$ cat src/rtl/ea_pkg.sv
package ea_pkg;
  localparam int DW = 8;
  localparam int AW = 2 * DW;
  localparam int MW = 4;
  localparam int LW = 2;

  typedef enum logic [MW-1:0] {
    MD_IMPL    = 4'd0,
    MD_ACC     = 4'd1,
    MD_IMM     = 4'd2,
    MD_ZPG     = 4'd3,
    MD_ABS     = 4'd4,
    MD_REL     = 4'd5,
    MD_IDX_IND = 4'd6,
    MD_IND_IDX = 4'd7,
    MD_JIND    = 4'd8
  } mode_e;

  // control-to-datapath strobes
  typedef struct packed {
    logic capIn;    // latch the request operands
    logic capLo;    // latch pointer low byte
    logic capHi;    // latch pointer high byte
    logic fetchHi;  // address the high pointer byte
  } strobe_t;
endpackage

$ cat src/rtl/ea_control.sv
module ea_control
  import ea_pkg::*;
(
  input  logic          clk,
  input  logic          rstN,
  input  logic          start,
  input  logic [MW-1:0] modeIn,
  input  logic          memValid,
  output strobe_t       stb,
  output logic          memReq,
  output logic          done
);
  typedef enum logic [1:0] {ST_IDLE, ST_FLO, ST_FHI, ST_FIN} state_e;
  state_e state;
  logic needPtr;

  assign needPtr = (modeIn == MD_IDX_IND) || (modeIn == MD_IND_IDX) ||
                   (modeIn == MD_JIND);

  always_ff @(posedge clk or negedge rstN) begin
    if (!rstN) begin
      state <= ST_IDLE;
    end else begin
      case (state)
        ST_IDLE: if (start) state <= needPtr ? ST_FLO : ST_FIN;
        ST_FLO:  if (memValid) state <= ST_FHI;
        ST_FHI:  if (memValid) state <= ST_FIN;
        default: state <= ST_IDLE;
      endcase
    end
  end

  always_comb begin
    stb    = '0;
    memReq = 1'b0;
    done   = 1'b0;
    case (state)
      ST_IDLE: stb.capIn = start;
      ST_FLO: begin
        memReq    = 1'b1;
        stb.capLo = memValid;
      end
      ST_FHI: begin
        memReq      = 1'b1;
        stb.fetchHi = 1'b1;
        stb.capHi   = memValid;
      end
      default: done = 1'b1;
    endcase
  end
endmodule

$ cat src/rtl/ea_datapath.sv
module ea_datapath
  import ea_pkg::*;
(
  input  logic          clk,
  input  logic          rstN,
  input  strobe_t       stb,
  input  logic [MW-1:0] modeIn,
  input  logic [AW-1:0] pcIn,
  input  logic [DW-1:0] opLoIn,
  input  logic [DW-1:0] opHiIn,
  input  logic [DW-1:0] xIn,
  input  logic [DW-1:0] yIn,
  input  logic [DW-1:0] memData,
  output logic [AW-1:0] memAddr,
  output logic [AW-1:0] effAddr,
  output logic          hasAddr,
  output logic          pageCross,
  output logic [LW-1:0] instLen
);
  logic [MW-1:0] modeQ;
  logic [AW-1:0] pcQ;
  logic [DW-1:0] loQ, hiQ, xQ, yQ, ptrLo, ptrHi;
  logic [DW-1:0] zpSel, zpNext, loNext;
  logic [AW-1:0] loAddr, hiAddr, ptrWord, relDisp;
  logic [DW:0]   lowSum;

  always_ff @(posedge clk or negedge rstN) begin
    if (!rstN) begin
      modeQ <= '0; pcQ <= '0; loQ <= '0; hiQ <= '0;
      xQ <= '0; yQ <= '0; ptrLo <= '0; ptrHi <= '0;
    end else begin
      if (stb.capIn) begin
        modeQ <= modeIn; pcQ <= pcIn; loQ <= opLoIn;
        hiQ <= opHiIn; xQ <= xIn; yQ <= yIn;
      end
      if (stb.capLo) ptrLo <= memData;
      if (stb.capHi) ptrHi <= memData;
    end
  end

  // pointer byte addresses: page-0 pointers wrap in page 0,
  // jump pointer keeps its page for the high byte
  assign zpSel  = (modeQ == MD_IDX_IND) ? DW'(loQ + xQ) : loQ;
  assign zpNext = DW'(zpSel + 1'b1);
  assign loNext = DW'(loQ + 1'b1);

  always_comb begin
    if (modeQ == MD_JIND) begin
      loAddr = {hiQ, loQ};
      hiAddr = {hiQ, loNext};
    end else begin
      loAddr = {{DW{1'b0}}, zpSel};
      hiAddr = {{DW{1'b0}}, zpNext};
    end
  end

  assign memAddr = stb.fetchHi ? hiAddr : loAddr;
  assign ptrWord = {ptrHi, ptrLo};
  assign lowSum  = {1'b0, ptrLo} + {1'b0, yQ};
  assign relDisp = {{DW{loQ[DW-1]}}, loQ};

  always_comb begin
    effAddr   = '0;
    hasAddr   = 1'b1;
    pageCross = 1'b0;
    instLen   = LW'(2);
    case (modeQ)
      MD_IMM:     effAddr = AW'(pcQ + 1'b1);
      MD_ZPG:     effAddr = {{DW{1'b0}}, loQ};
      MD_ABS: begin
        effAddr = {hiQ, loQ};
        instLen = LW'(3);
      end
      MD_REL:     effAddr = AW'(pcQ + AW'(2) + relDisp);
      MD_IDX_IND: effAddr = ptrWord;
      MD_IND_IDX: begin
        effAddr   = AW'(ptrWord + {{DW{1'b0}}, yQ});
        pageCross = lowSum[DW];
      end
      MD_JIND: begin
        effAddr = ptrWord;
        instLen = LW'(3);
      end
      default: begin
        hasAddr = 1'b0;
        instLen = LW'(1);
      end
    endcase
  end
endmodule

$ cat src/rtl/ea_unit.sv
module ea_unit
  import ea_pkg::*;
(
  input  logic          clk,
  input  logic          rstN,
  input  logic          start,
  input  logic [MW-1:0] mode,
  input  logic [AW-1:0] pc,
  input  logic [DW-1:0] opLo,
  input  logic [DW-1:0] opHi,
  input  logic [DW-1:0] idxX,
  input  logic [DW-1:0] idxY,
  input  logic          memValid,
  input  logic [DW-1:0] memData,
  output logic          memReq,
  output logic [AW-1:0] memAddr,
  output logic          done,
  output logic [AW-1:0] effAddr,
  output logic          hasAddr,
  output logic          pageCross,
  output logic [LW-1:0] instLen
);
  strobe_t stb;

  ea_control ctrl_i (
    .clk(clk), .rstN(rstN), .start(start), .modeIn(mode),
    .memValid(memValid), .stb(stb), .memReq(memReq), .done(done)
  );

  ea_datapath dp_i (
    .clk(clk), .rstN(rstN), .stb(stb), .modeIn(mode), .pcIn(pc),
    .opLoIn(opLo), .opHiIn(opHi), .xIn(idxX), .yIn(idxY),
    .memData(memData), .memAddr(memAddr), .effAddr(effAddr),
    .hasAddr(hasAddr), .pageCross(pageCross), .instLen(instLen)
  );
endmodule

$ cat config.mk
export PLATFORM = sky130hd
export DESIGN_NAME = ea_unit
export DESIGN_NICKNAME = d
export VERILOG_FILES = /design/src/rtl/ea_pkg.sv /design/src/rtl/ea_control.sv /design/src/rtl/ea_datapath.sv /design/src/rtl/ea_unit.sv
export SDC_FILE = /design/constraint.sdc
export NUM_CORES = 1
export LEC_CHECK = 0
export ABC_CLOCK_PERIOD_IN_PS = 4100
export BUFFER_PORTS_ARGS = -buffer_cell sky130_fd_sc_hd__buf_4
export CORE_ASPECT_RATIO = 1.1
export CORE_UTILIZATION = 45
export CTS_CLUSTER_SIZE = 28
export DETAILED_ROUTE_END_ITERATION = 10
export PLACE_DENSITY_LB_ADDON = 0.1
export SYNTH_ARGS = -nofsm -noshare
export SYNTH_HDL_FRONTEND = slang
export SYNTH_SLANG_ARGS = --single-unit
$ cat constraint.sdc
create_clock -name clk -period 4.1 [get_ports clk]
set_clock_uncertainty 0.05 [all_clocks]
set_input_delay 0.82 -clock clk [delete_from_list [all_inputs] [get_ports clk]]
set_output_delay 0.82 -clock clk [all_outputs]
set_load 0.01 [all_outputs]
* Word level (Yosys, flattened, before mapping) *
Cells that the tools add are included.

operators by class
  add/subtract/negate cells = 8
  eq/ne operators = 15
  muxes and demuxes = 18
  reductions and logical operators = 10

operator list
  operator                                                                number
  16-bit one-hot mux with 6 select lines                                  1
  16-bit 2-to-1 mux                                                       3
  4-bit by 3-bit equality test with 1-bit output (second input constant)  6
  16-bit by 1-bit adder with 16-bit output (second input constant)        1
  16-bit adder                                                            1
  16-bit by 2-bit adder with 16-bit output (second input constant)        1
  16-bit by 8-bit adder with 16-bit output                                1
  8-bit by 1-bit adder with 8-bit output (second input constant)          2
  2-bit 2-to-1 mux                                                        5
  8-bit by 8-bit adder with 9-bit output                                  1
  8-bit adder                                                             1
  4-bit by 2-bit equality test with 1-bit output (second input constant)  2
  4-bit equality test (second input constant)                             2
  8-bit 2-to-1 mux                                                        1
  7-bit OR reduction                                                      1
  1-bit 2-to-1 mux                                                        6
  2-bit inequality test (second input constant)                           3
  2-bit one-hot mux with 3 select lines                                   1
  2-bit OR reduction                                                      3
  5-bit OR reduction                                                      1
  2-bit one-hot mux with 2 select lines                                   1
  3-bit AND reduction                                                     1
  3-bit OR reduction                                                      1
  2-bit by 1-bit equality test with 1-bit output (second input constant)  1
  3 further kinds                                                         4

storage, ports and cells
  bits in registers = 70
  bits of input ports = 64
  output and inout port bits = 38

* Longest topological paths before layout *
Gate-level depths: netlist of run 1.

  depth after elaboration = 6
  depth in mapped cells = 13
  depth with buffers taken out = 13

* Cells and area by module *
From an unflattened synthesis of run 1, not the netlist that was laid out.

second synthesis, totals
  cell total of the unflattened synthesis = 549
  area total of the unflattened synthesis = 5465.2 µm²

modules (own cells, without submodules)
  module       times used  cells each  area an instance (µm²)  sequential area each (µm²)
  ea_datapath  1           527         5265.0                  1701.6
  ea_control   1           22          200.2                   50.0

* Least setup slack after synthesis of run 1 *
Ideal clock, no wire load.

  path kind = reg2out
  start = register dp_i.loQ[1]
  end = output port effAddr[13]
  arrival = 2.649 ns
  setup slack = 0.581 ns
  stages on the path, launching flop included = 14
  path buffers = 0
  cells stage by stage = dfrtp_1 -> inv_1 -> ha_1 -> inv_1 -> ha_1 -> inv_1 -> fa_1 -> nand2b_1 -> a21oi_1 -> o211ai_1 -> o21ai_1 -> a31oi_1 -> xnor2_1 -> a211o_1

on the way
  cells in the longest elaborated chain, start to end = 2

ends and longest elaborated chain
  item                                    line               text
  start: declaration                      ea_datapath.sv:22  logic [DW-1:0] loQ, hiQ, xQ, yQ, ptrLo, ptrHi;
  start signal: assignment                ea_datapath.sv:33  modeQ <= modeIn; pcQ <= pcIn; loQ <= opLoIn;
  16-bit adder                            ea_datapath.sv:74  MD_REL: effAddr = AW'(pcQ + AW'(2) + relDisp);
  16-bit one-hot mux with 6 select lines  ea_datapath.sv:67  case (modeQ)
  end: declaration                        ea_unit.sv:18      output logic [AW-1:0] effAddr,

No other way between the ends.

* Final worst setup path of run 1 *
  start = register dp_i.pcQ[1]
  end = output port effAddr[13]

on the way
  cells in the longest elaborated chain, start to end = 3

ends and longest elaborated chain
  item                                        line               text
  start: declaration                          ea_datapath.sv:21  logic [AW-1:0] pcQ;
  start signal: assignment                    ea_datapath.sv:33
  16-bit by 2-bit adder with 16-bit output    ea_datapath.sv:74
  16-bit adder                                ea_datapath.sv:74
  16-bit one-hot mux with 6 select lines (*)  ea_datapath.sv:67

Mark *: on every way between the ends. The rest lies on a longest branch, timed or not.

==> results of run 1 <==
## routing by layer
layer | GRT usage | up-vias
met1 | 0.335 | 2237
met3 | 0.0476 | 36
li1 | - | 2241
met5 | 0 | -
met2 | 0.358 | 131
met4 | 0.101 | 0
## state kept, by name (all words and copies together) (netlist names)
signal,cells
ctrl_i.state,2
dp_i.ptrLo,8
dp_i.pcQ,16
dp_i.ptrHi,8
dp_i.loQ,8
dp_i.modeQ,4
dp_i.xQ,8
dp_i.hiQ,8
dp_i.yQ,8
## worst max-delay path by stage
stage / end / slack, ns / startpoint
detailed placement: effAddr[13] / 0.22 / dp_i.pcQ[1]
CTS: effAddr[13] / 0.04 / dp_i.loQ[1]
floorplan: effAddr[13] / 0.58 / dp_i.loQ[1]
global placement: effAddr[13] / 0.29 / dp_i.pcQ[1]
global route: effAddr[13] / -0.02 / dp_i.pcQ[1]
finish: effAddr[13] / 0.17 / dp_i.pcQ[1]
## power breakdown
group	total, W	switching, W	internal [W]
Clock	0.000820	0.000340	0.000480
Combinational	0.00485	0.00248	0.00237
Sequential	0.00151	0.000458	0.00105
Total	0.00718	0.00328	0.00390
## layout by cell type, fill, tap and decap left out, drive strengths merged, types with 7 or more instances in the layout
cell type and instances:
buf 117, dfrtp 70, mux2 69, ha 51, a21oi 36, xnor2 30, nor2 29, nand2 28
inv 23, xor2 21, o21ai 21, a21o 13, nand3 11, mux2i 11, and2 10, clkbuf 9
a211oi 8, nor2b 7, o22ai 7
## repair_timing
| action | CTS | global route |
|---|---|---|
| pin swaps | 1 | 4 |
| hold buffers | 0 | 0 |
| gates resized for setup | 1 | 4 |
| buffers inserted | 2 | 3 |
| endpoints found under the setup margin | 2 | 4 |
## synth_stat cells, types with 7 or more instances
master    count  area share
a21o_1       12       0.016
a21oi_1      36       0.033
and2_1       10       0.011
clkbuf_1     10      0.0068
dfrtp_1      70        0.32
ha_1         51        0.12
inv_1        20       0.014
mux2_2       69        0.14
mux2i_1      11       0.020
nand2_1      28       0.019
nand3_1      11       0.010
nor2_1       28       0.019
nor2b_1       7      0.0079
o21ai_0       7      0.0064
o21ai_1      13       0.012
o22ai_1       7      0.0079
xnor2_1      30       0.048
xor2_1       21       0.033
## per-stage QoR
step	setup slack (ns)	util	area, um2	cells
5_1_grt	-0.0249	0.569	6820	817
2_1_floorplan	0.581	-	5510	549
6_report	0.169	0.569	6820	817
3_5_place_dp	0.224	0.539	6460	796
3_3_place_gp	0.288	0.539	6460	796
4_1_cts	0.0389	0.566	6780	814
## final cells by class
type,count,area share
clock buffers,9,0.0330
clock inverters,7,0.0117
repair buffers,117,0.129
multi-input cells,440,0.530
flip-flops and latches,70,0.257
inverters,20,0.0110
well taps,154,0.0283
## cells by family (layout without fill, tap and decap cells)
kind of cell | after synthesis | after routing | share of synthesized area
simple gates | 128 | 128 | 0.126
xor+xnor | 51 | 51 | 0.0810
buf+inv | 39 | 153 | 0.0306
compound gates | 127 | 127 | 0.157
fa+ha+maj | 54 | 54 | 0.127
mux | 80 | 80 | 0.161
flops | 70 | 70 | 0.318
## critical path: stages (launching register included)
cell and delay, ns:
dfrtp_1 0.36, inv_1 0.05, ha_1 0.26, inv_1 0.06, ha_2 0.18, inv_1 0.05
fa_2 0.35, nand2b_4 0.16, a21oi_2 0.16, o211ai_1 0.14, o21ai_2 0.21, a31oi_1 0.13
xnor2_1 0.15, a211o_1 0.30, buf_4 0.14
==> results.py, run 1 <==
metrics = {
    "floorplanning": {
        "num_rows": 42,
        "die_height_um": 118,
        "placeableCoreArea_mm2": 0.0120,
        "initial_utilization": 0.460,
        "io_pins": 102,
        "chipWidth_um": 108,
        "die-area_mm2": 0.0127,
    },
    "route": {
        "drc": 0,
        "dr.max_layer_used": "met4",
        "met2RoutedLength_um": 6440,
        "routed_wire_length_per_instance_um": 17.7,
        "detailed_routing_iterations_pass_1": 5,
        "vias": 4645,
        "wl_met3_um": 748,
        "initialDrtViolationCount": 243,
        "detail_route.wirelength_um": 14400,
        "drt-vias-per-instance": 5.69,
        "detail-route-antenna-nets": 0,
        "detail_route.wirelength.met1_um": 6800,
    },
    "synthesis": {
        "gate_count_post_synth": 549,
        "yosysWarningCount": 0,
        "synth_sequential_area_ratio": 0.318,
        "synth-edff-count": 0,
        "synth.cell_area_mm2": 0.00551,
        "synth_cell_type_count": 62,
        "syn_avg_cell_area_um2": 10.0,
        "asyncSetResetFlopFracSynth": 1.00,
        "postSynth.topFlopCell": "dfrtp_1",
        "synth-seq-cells": 70,
        "synth_nets": 667,
    },
    "sta": {
        "fin_worst_hold_slack_ns": 0.484,
        "number_of_pins_exceeding_their_max_slew_limit_in_the_final_report": 0,
        "period_share": 0.959,
        "report.final.hold_viol_count": 0,
        "relative_max_transition_margin": 0.388,
        "timing_worst_slew_pin_value_ns": 0.918,
        "fmax_ghz": 0.254,
        "setup_tns_ns": 0,
        "period_needed_ns": 3.93,
        "setup-violations-final": 0,
    },
    "pwr": {
        "vdd.ir_drop.worst_mv": 0.497,
        "power.density_cell_area_mw_per_mm2": 1050,
        "power_leakage_nw": 3.12,
        "total_power_w": 0.00718,
    },
    "finish": {
        "antenna_cells_inserted": 0,
        "design.final.nets": 776,
        "fraction_of_layout_cells_with_a_size_suffix_above_1": 0.333,
        "layout-area-overhead-vs-synth_pct": 23.7,
        "sequential_cell_area_mm2": 0.00175,
        "nFillCells": 1071,
        "multiInputGateArea_mm2": 0.00362,
    },
    "flow_run": {
        "drv.max_cap_violation_count": 0,
    },
    "global_route": {
        "grt-ovfl-total": 0,
        "grt_usage": 0.240,
        "number_of_antenna_violations_at_the_first_check_in_global_routing": 0,
        "first_global_vias": 4629,
        "grt_start_max_net_pins": 71,
        "first_pass_grt_wire_length_um": 23300,
    },
    "setup_path": {
        "biggest_fanout_along_the_worst_timing_path": 3,
        "timing.reg2reg.setup_slack_ns": 1.75,
        "worst_r2r_path_depth": 5,
        "crit_path_start_kind": "register",
        "crit_arrival_ns": 3.06,
        "critical_path.reg2reg.endpoint": "dp_i.pcQ[0]",
        "critical_path_endpoint_category": "output port",
        "worstSetupPathType": "register to output port",
        "worst_ep_required_time_ns": 3.23,
        "worstReg2RegStart": "ctrl_i.state[0]",
    },
    "worst_hold_path": {
        "hp-start": "dp_i.xQ[3]",
        "hold_end": "dp_i.xQ[3]",
        "hold-path-cell-count": 1,
        "min_path_type": "register to register",
    },
    "clock_network": {
        "clk_pin_slew_worst_paths_ns": 0.06,
        "clock-sinks": 70,
        "cts-root-to-sink-buffers": 2,
        "cts-buffers-inserted": 9,
        "clk_root_buffer_cell": "clkbuf_16",
        "cts_htree_levels": 3,
        "clock_insertion_delay_worst_skew_ns": 0.34,
        "cts_tree": "yes",
    },
    "placed_design": {
        "io_buffer_count": 101,
        "place.detailed.hpwl_um": 11000,
        "gp_congestion": 0.891,
    },
    "run_status": {
        "status": "finished, final reports clean",
    },
}
Note: power is estimated with default switching activity, not from simulation.
==> inputs of run 2 (changes only) <==
==> constraint.sdc (replaced) <==
create_clock -name clk -period 4.1 [get_ports clk]
set_clock_uncertainty 0.05 [all_clocks]
set_input_delay 0.205 -clock clk [delete_from_list [all_inputs] [get_ports clk]]
set_output_delay 0.205 -clock clk [all_outputs]
set_load 0.01 [all_outputs]
==> results.py, run 2 (synthesis results as in run 1) <==
metrics = {
    "finish": {
        "largest_register_ff_count": 16,
        "antenna_cells_inserted": 0,
        "largest_register_by_flop_count": "dp_i.pcQ",
        "commonest_cells_after_routing_fill_and_taps_aside": "buf_4, dfrtp_1, mux2_2, ha_1, a21oi_1",
        "design.final.nets": 764,
        "layout_commonest_cell": "buf_4",
        "fraction_of_layout_cells_with_a_size_suffix_above_1": 0.312,
        "layout-area-overhead-vs-synth_pct": 21.8,
    },
    "run_status": {
        "status": "finished, final reports clean",
    },
    "pwr": {
        "power_leakage_nw": 3.05,
        "vdd.ir_drop.worst_mv": 0.465,
        "power.density_cell_area_mw_per_mm2": 1040,
    },
    "floorplanning": {
        "die-area_mm2": 0.0127,
        "die_height_um": 118,
        "io_pins": 102,
        "initial_utilization": 0.460,
        "num_rows": 42,
        "placeableCoreArea_mm2": 0.0120,
        "chipWidth_um": 108,
    },
    "global_route": {
        "number_of_antenna_violations_at_the_first_check_in_global_routing": 0,
        "first_pass_grt_wire_length_um": 23300,
        "first_global_vias": 4648,
        "grt-ovfl-total": 0,
        "grt_start_max_net_pins": 71,
        "grt_usage": 0.236,
    },
    "route": {
        "detailed_routing_iterations_pass_1": 8,
        "drt-vias-per-instance": 5.64,
        "detail-route-antenna-nets": 0,
        "vias": 4542,
        "drc": 0,
        "detail_route.wirelength_um": 14200,
        "initialDrtViolationCount": 262,
        "routed_wire_length_per_instance_um": 17.6,
    },
    "sta": {
        "setup-violations-final": 0,
        "period_needed_ns": 3.67,
        "setup_repair_after_global_routing_missed_its_margin": "false",
        "period_share": 0.896,
        "setup_tns_ns": 0,
        "relative_max_transition_margin": 0.359,
        "setup_slack_ns": 0.427,
        "number_of_pins_exceeding_their_max_slew_limit_in_the_final_report": 0,
        "fmax_ghz": 0.272,
        "timing_worst_slew_pin_value_ns": 0.959,
        "report.final.hold_viol_count": 0,
    },
    "setup_path": {
        "timing.reg2reg.setup_slack_ns": 1.72,
        "endpoint": "effAddr[13]",
        "critPathLaunch": "dp_i.loQ[1]",
        "critical_path.reg2reg.endpoint": "dp_i.hiQ[4]",
        "critical_path_endpoint_category": "output port",
        "worstReg2RegStart": "ctrl_i.state[0]",
        "worstSetupPathType": "register to output port",
        "worst_ep_required_time_ns": 3.85,
        "biggest_fanout_along_the_worst_timing_path": 6,
        "worst_r2r_path_depth": 5,
        "crit_path_start_kind": "register",
        "crit_arrival_ns": 3.42,
    },
    "clock_network": {
        "cts_setup_buffers": 0,
        "cts-buffers-inserted": 9,
        "cts_tree": "yes",
        "holdBufCountCts": 1,
        "cts.repair.resized": 0,
        "cts_htree_levels": 3,
        "clock_insertion_delay_worst_skew_ns": 0.34,
        "cts-root-to-sink-buffers": 2,
        "clk_root_buffer_cell": "clkbuf_16",
        "clock-sinks": 70,
        "clk_pin_slew_worst_paths_ns": 0.06,
    },
    "placed_design": {
        "pre_cts_ws_ns": 0.783,
        "io_buffer_count": 101,
        "place.detailed.hpwl_um": 10900,
        "gp_congestion": 0.895,
    },
    "worst_hold_path": {
        "min_path_type": "primary input to register",
    },
    "flow_run": {
        "drv.max_cap_violation_count": 0,
    },
}
run 2: routing by layer:
layer,GRT usage,routed length [um],up-vias,share of wire
met5,0,0,-,0
met4,0.0933,368,0,0.026
met3,0.0415,757,29,0.053
met2,0.356,6350,137,0.45
met1,0.334,6720,2161,0.47
li1,-,-,2215,-
run 2: final cells by class:
type	count	area, um2
clock inverter	6	68.8
inverter	20	75.1
sequential	70	1750
fill	1085	5270
multi-input combinational	440	3600
tap	154	193
clock buffer	10	239
timing repair buffer	105	791
run 2: power by group:
part	internal, W	switching [W]
Combinational	0.00226	0.00234
Sequential	0.00105	0.000535
Clock	0.000490	0.000311
run 2: worst min-delay path by stage:
stage,cells past startpoint,to,startpoint
floorplan,0,ctrl_i.state[0],rstN
global placement,1,dp_i.xQ[7],rstN
detailed placement,1,dp_i.xQ[7],rstN
CTS,2,dp_i.yQ[7],idxY[7]
global route,2,dp_i.yQ[7],idxY[7]
finish,2,dp_i.yQ[7],idxY[7]
run 2: per-stage QoR:
step                instances  hold slack [ns]  area, um2   util  total power [W]
floorplan                 549           -0.141       5510      -          0.00477
global placement          788            0.325       6400  0.534          0.00601
detailed placement        788            0.339       6400  0.534          0.00612
CTS                       805           0.0343       6710  0.560          0.00697
global route              805           0.0380       6710  0.560          0.00759
finish                    805           0.0399       6710  0.560          0.00698
run 2: critical path, stage by stage, from the launching register on:
cell and delay (ns):
dfrtp_1 0.46, inv_1 0.08, ha_1 0.29, inv_1 0.06
ha_1 0.18, inv_1 0.06, fa_1 0.39, nand2b_1 0.18
a21oi_1 0.19, o211ai_1 0.15, o21ai_1 0.30, a31oi_1 0.15
xnor2_1 0.14, a211o_1 0.30, buf_4 0.14
==> inputs of run 3 (changes only) <==
ABC_CLOCK_PERIOD_IN_PS = unset   (was 4100)
REMOVE_ABC_BUFFERS = 1   (was unset)
TNS_END_PERCENT = 5   (was unset)
==> results.py, run 3 (synthesis results as in run 1) <==
metrics = {
    "pwr": {
        "vdd.ir_drop.worst_mv": 0.427,
        "net_switching_power_figure_w": 0.00313,
        "power.density_cell_area_mw_per_mm2": 1020,
        "power_frac_comb": 0.658,
        "power.internal_w": 0.00369,
        "reg_power_frac": 0.235,
        "power_leakage_nw": 3.02,
        "power_switching_share": 0.459,
        "total_power_w": 0.00682,
        "clkPwrFrac": 0.107,
    },
    "worst_hold_path": {
        "min_path_type": "primary input to register",
        "hp-start": "opHi[7]",
    },
    "route": {
        "vias": 4425,
        "detail_route.wirelength_um": 13800,
        "routed_wire_length_per_instance_um": 17.2,
        "drt-vias-per-instance": 5.51,
        "drc": 0,
        "initialDrtViolationCount": 237,
        "detail-route-antenna-nets": 0,
        "detailed_routing_iterations_pass_1": 4,
    },
    "sta": {
        "report.final.hold_viol_count": 0,
        "setup-violations-final": 0,
        "setup_repair_after_global_routing_missed_its_margin": "false",
        "number_of_pins_exceeding_their_max_slew_limit_in_the_final_report": 0,
        "period_needed_ns": 3.67,
        "timing_worst_slew_pin_value_ns": 0.919,
        "relative_max_transition_margin": 0.388,
        "setup_tns_ns": 0,
        "period_share": 0.896,
        "fmax_ghz": 0.272,
    },
    "setup_path": {
        "critical_path.reg2reg.endpoint": "dp_i.pcQ[9]",
        "critPathLaunch": "dp_i.loQ[1]",
        "crit_arrival_ns": 3.42,
        "worstSetupPathType": "register to output port",
        "timing.reg2reg.setup_slack_ns": 1.79,
        "biggest_fanout_along_the_worst_timing_path": 6,
        "worst_r2r_path_depth": 5,
        "critical_path_endpoint_category": "output port",
        "crit_path_start_kind": "register",
        "worst_ep_required_time_ns": 3.85,
        "worstReg2RegStart": "ctrl_i.state[1]",
        "endpoint": "effAddr[13]",
    },
    "clock_network": {
        "cts_htree_levels": 3,
        "clk_pin_slew_worst_paths_ns": 0.06,
        "cts-buffers-inserted": 9,
        "cts_setup_buffers": 0,
        "clk_root_buffer_cell": "clkbuf_16",
        "clock_insertion_delay_worst_skew_ns": 0.34,
        "clock-sinks": 70,
        "cts-root-to-sink-buffers": 2,
        "cts_tree": "yes",
    },
    "global_route": {
        "grt_met2_use": 0.382,
        "grt_util_met1": 0.305,
        "grt_busiest_layer": "met2",
        "first_global_vias": 4466,
        "grt-ovfl-total": 0,
        "grt_usage": 0.232,
        "number_of_antenna_violations_at_the_first_check_in_global_routing": 0,
        "first_pass_grt_wire_length_um": 22600,
        "grt_start_max_net_pins": 71,
        "met3_track_usage_gr": 0.0443,
    },
    "flow_run": {
        "drv.max_cap_violation_count": 0,
    },
    "finish": {
        "design.final.nets": 762,
        "layout-area-overhead-vs-synth_pct": 20.9,
        "largest_register_ff_count": 16,
        "largest_register_by_flop_count": "dp_i.pcQ",
        "commonest_cells_after_routing_fill_and_taps_aside": "buf_4, dfrtp_1, mux2_2, ha_1, a21oi_1",
        "fraction_of_layout_cells_with_a_size_suffix_above_1": 0.308,
        "layout_commonest_cell": "buf_4",
        "antenna_cells_inserted": 0,
        "instances_no_fill": 803,
    },
    "placed_design": {
        "io_buffer_count": 101,
        "dp_cells": 786,
        "place.detailed.hpwl_um": 10600,
        "gp_congestion": 0.859,
    },
    "floorplanning": {
        "chipWidth_um": 108,
        "die-area_mm2": 0.0127,
        "io_pins": 102,
        "num_rows": 42,
        "initial_utilization": 0.460,
        "die_height_um": 118,
        "placeableCoreArea_mm2": 0.0120,
    },
    "run_status": {
        "status": "finished, final reports clean",
    },
}
## run 3: layout make-up
| cell class | count | area [um2] |
|---|---|---|
| sequential | 70 | 1750 |
| tap | 154 | 193 |
| clock buffer | 10 | 229 |
| timing repair buffer | 103 | 776 |
| multi-input combinational | 440 | 3600 |
| fill | 1073 | 5320 |
| inverter | 20 | 75.1 |
| clock inverter | 6 | 46.3 |
## run 3: metal layers
metal / part of all wire / wire length [um] / up-vias
met4: 0.015 / 212 / 0
met1: 0.46 / 6420 / 2104
li1: - / - / 2209
met5: 0 / 0 / -
met2: 0.48 / 6670 / 98
met3: 0.039 / 540 / 14
## run 3: worst max-delay path: stages (launching register included)
cell and delay [ns]:
dfrtp_1 0.46, inv_1 0.07, ha_1 0.28, inv_1 0.05, ha_1 0.18, inv_1 0.06, fa_1 0.39, nand2b_1 0.19
a21oi_1 0.18, o211ai_1 0.15, o21ai_1 0.31, a31oi_1 0.15, xnor2_1 0.15, a211o_1 0.30, buf_4 0.14
## run 3: stage by stage
| stage | util | hold slack [ns] | instance area [um2] | worst slack [ns] |
|---|---|---|---|---|
| global placement | 0.533 | 0.334 | 6380 | 0.848 |
| CTS | 0.556 | 0.0297 | 6670 | 0.403 |
| global route | 0.556 | 0.0312 | 6670 | 0.148 |
| detailed placement | 0.533 | 0.350 | 6380 | 0.808 |
| finish | 0.556 | 0.0405 | 6670 | 0.427 |
| floorplan | - | -0.141 | 5420 | 1.20 |
## run 3: worst min-delay path by stage
stage                 endpoint  slack, ns  cells past startpoint
2_1_floorplan  ctrl_i.state[0]      -0.14                      0
3_5_place_dp        dp_i.xQ[4]       0.35                      1
4_1_cts            dp_i.loQ[0]       0.03                      2
3_3_place_gp        dp_i.xQ[4]       0.33                      1
6_report           dp_i.hiQ[7]       0.04                      2
5_1_grt             dp_i.xQ[2]       0.03                      2
## run 3: what timing repair did
item | 4_1_cts | 5_1_grt
resized for setup | 0 | 0
endpoints found under the hold margin | 65 | 0
hold buffers | 1 | 0
## run 3: power groups by stage
stage | sequential [W] | combinational (W) | clock, W
after floorplan | 0.00140 | 0.00333 | 0
after global placement | 0.00159 | 0.00439 | 0
after detailed placement | 0.00161 | 0.00446 | 0
after CTS | 0.00160 | 0.00450 | 0.000748
after global routing | 0.00168 | 0.00498 | 0.000779
final | 0.00161 | 0.00449 | 0.000730
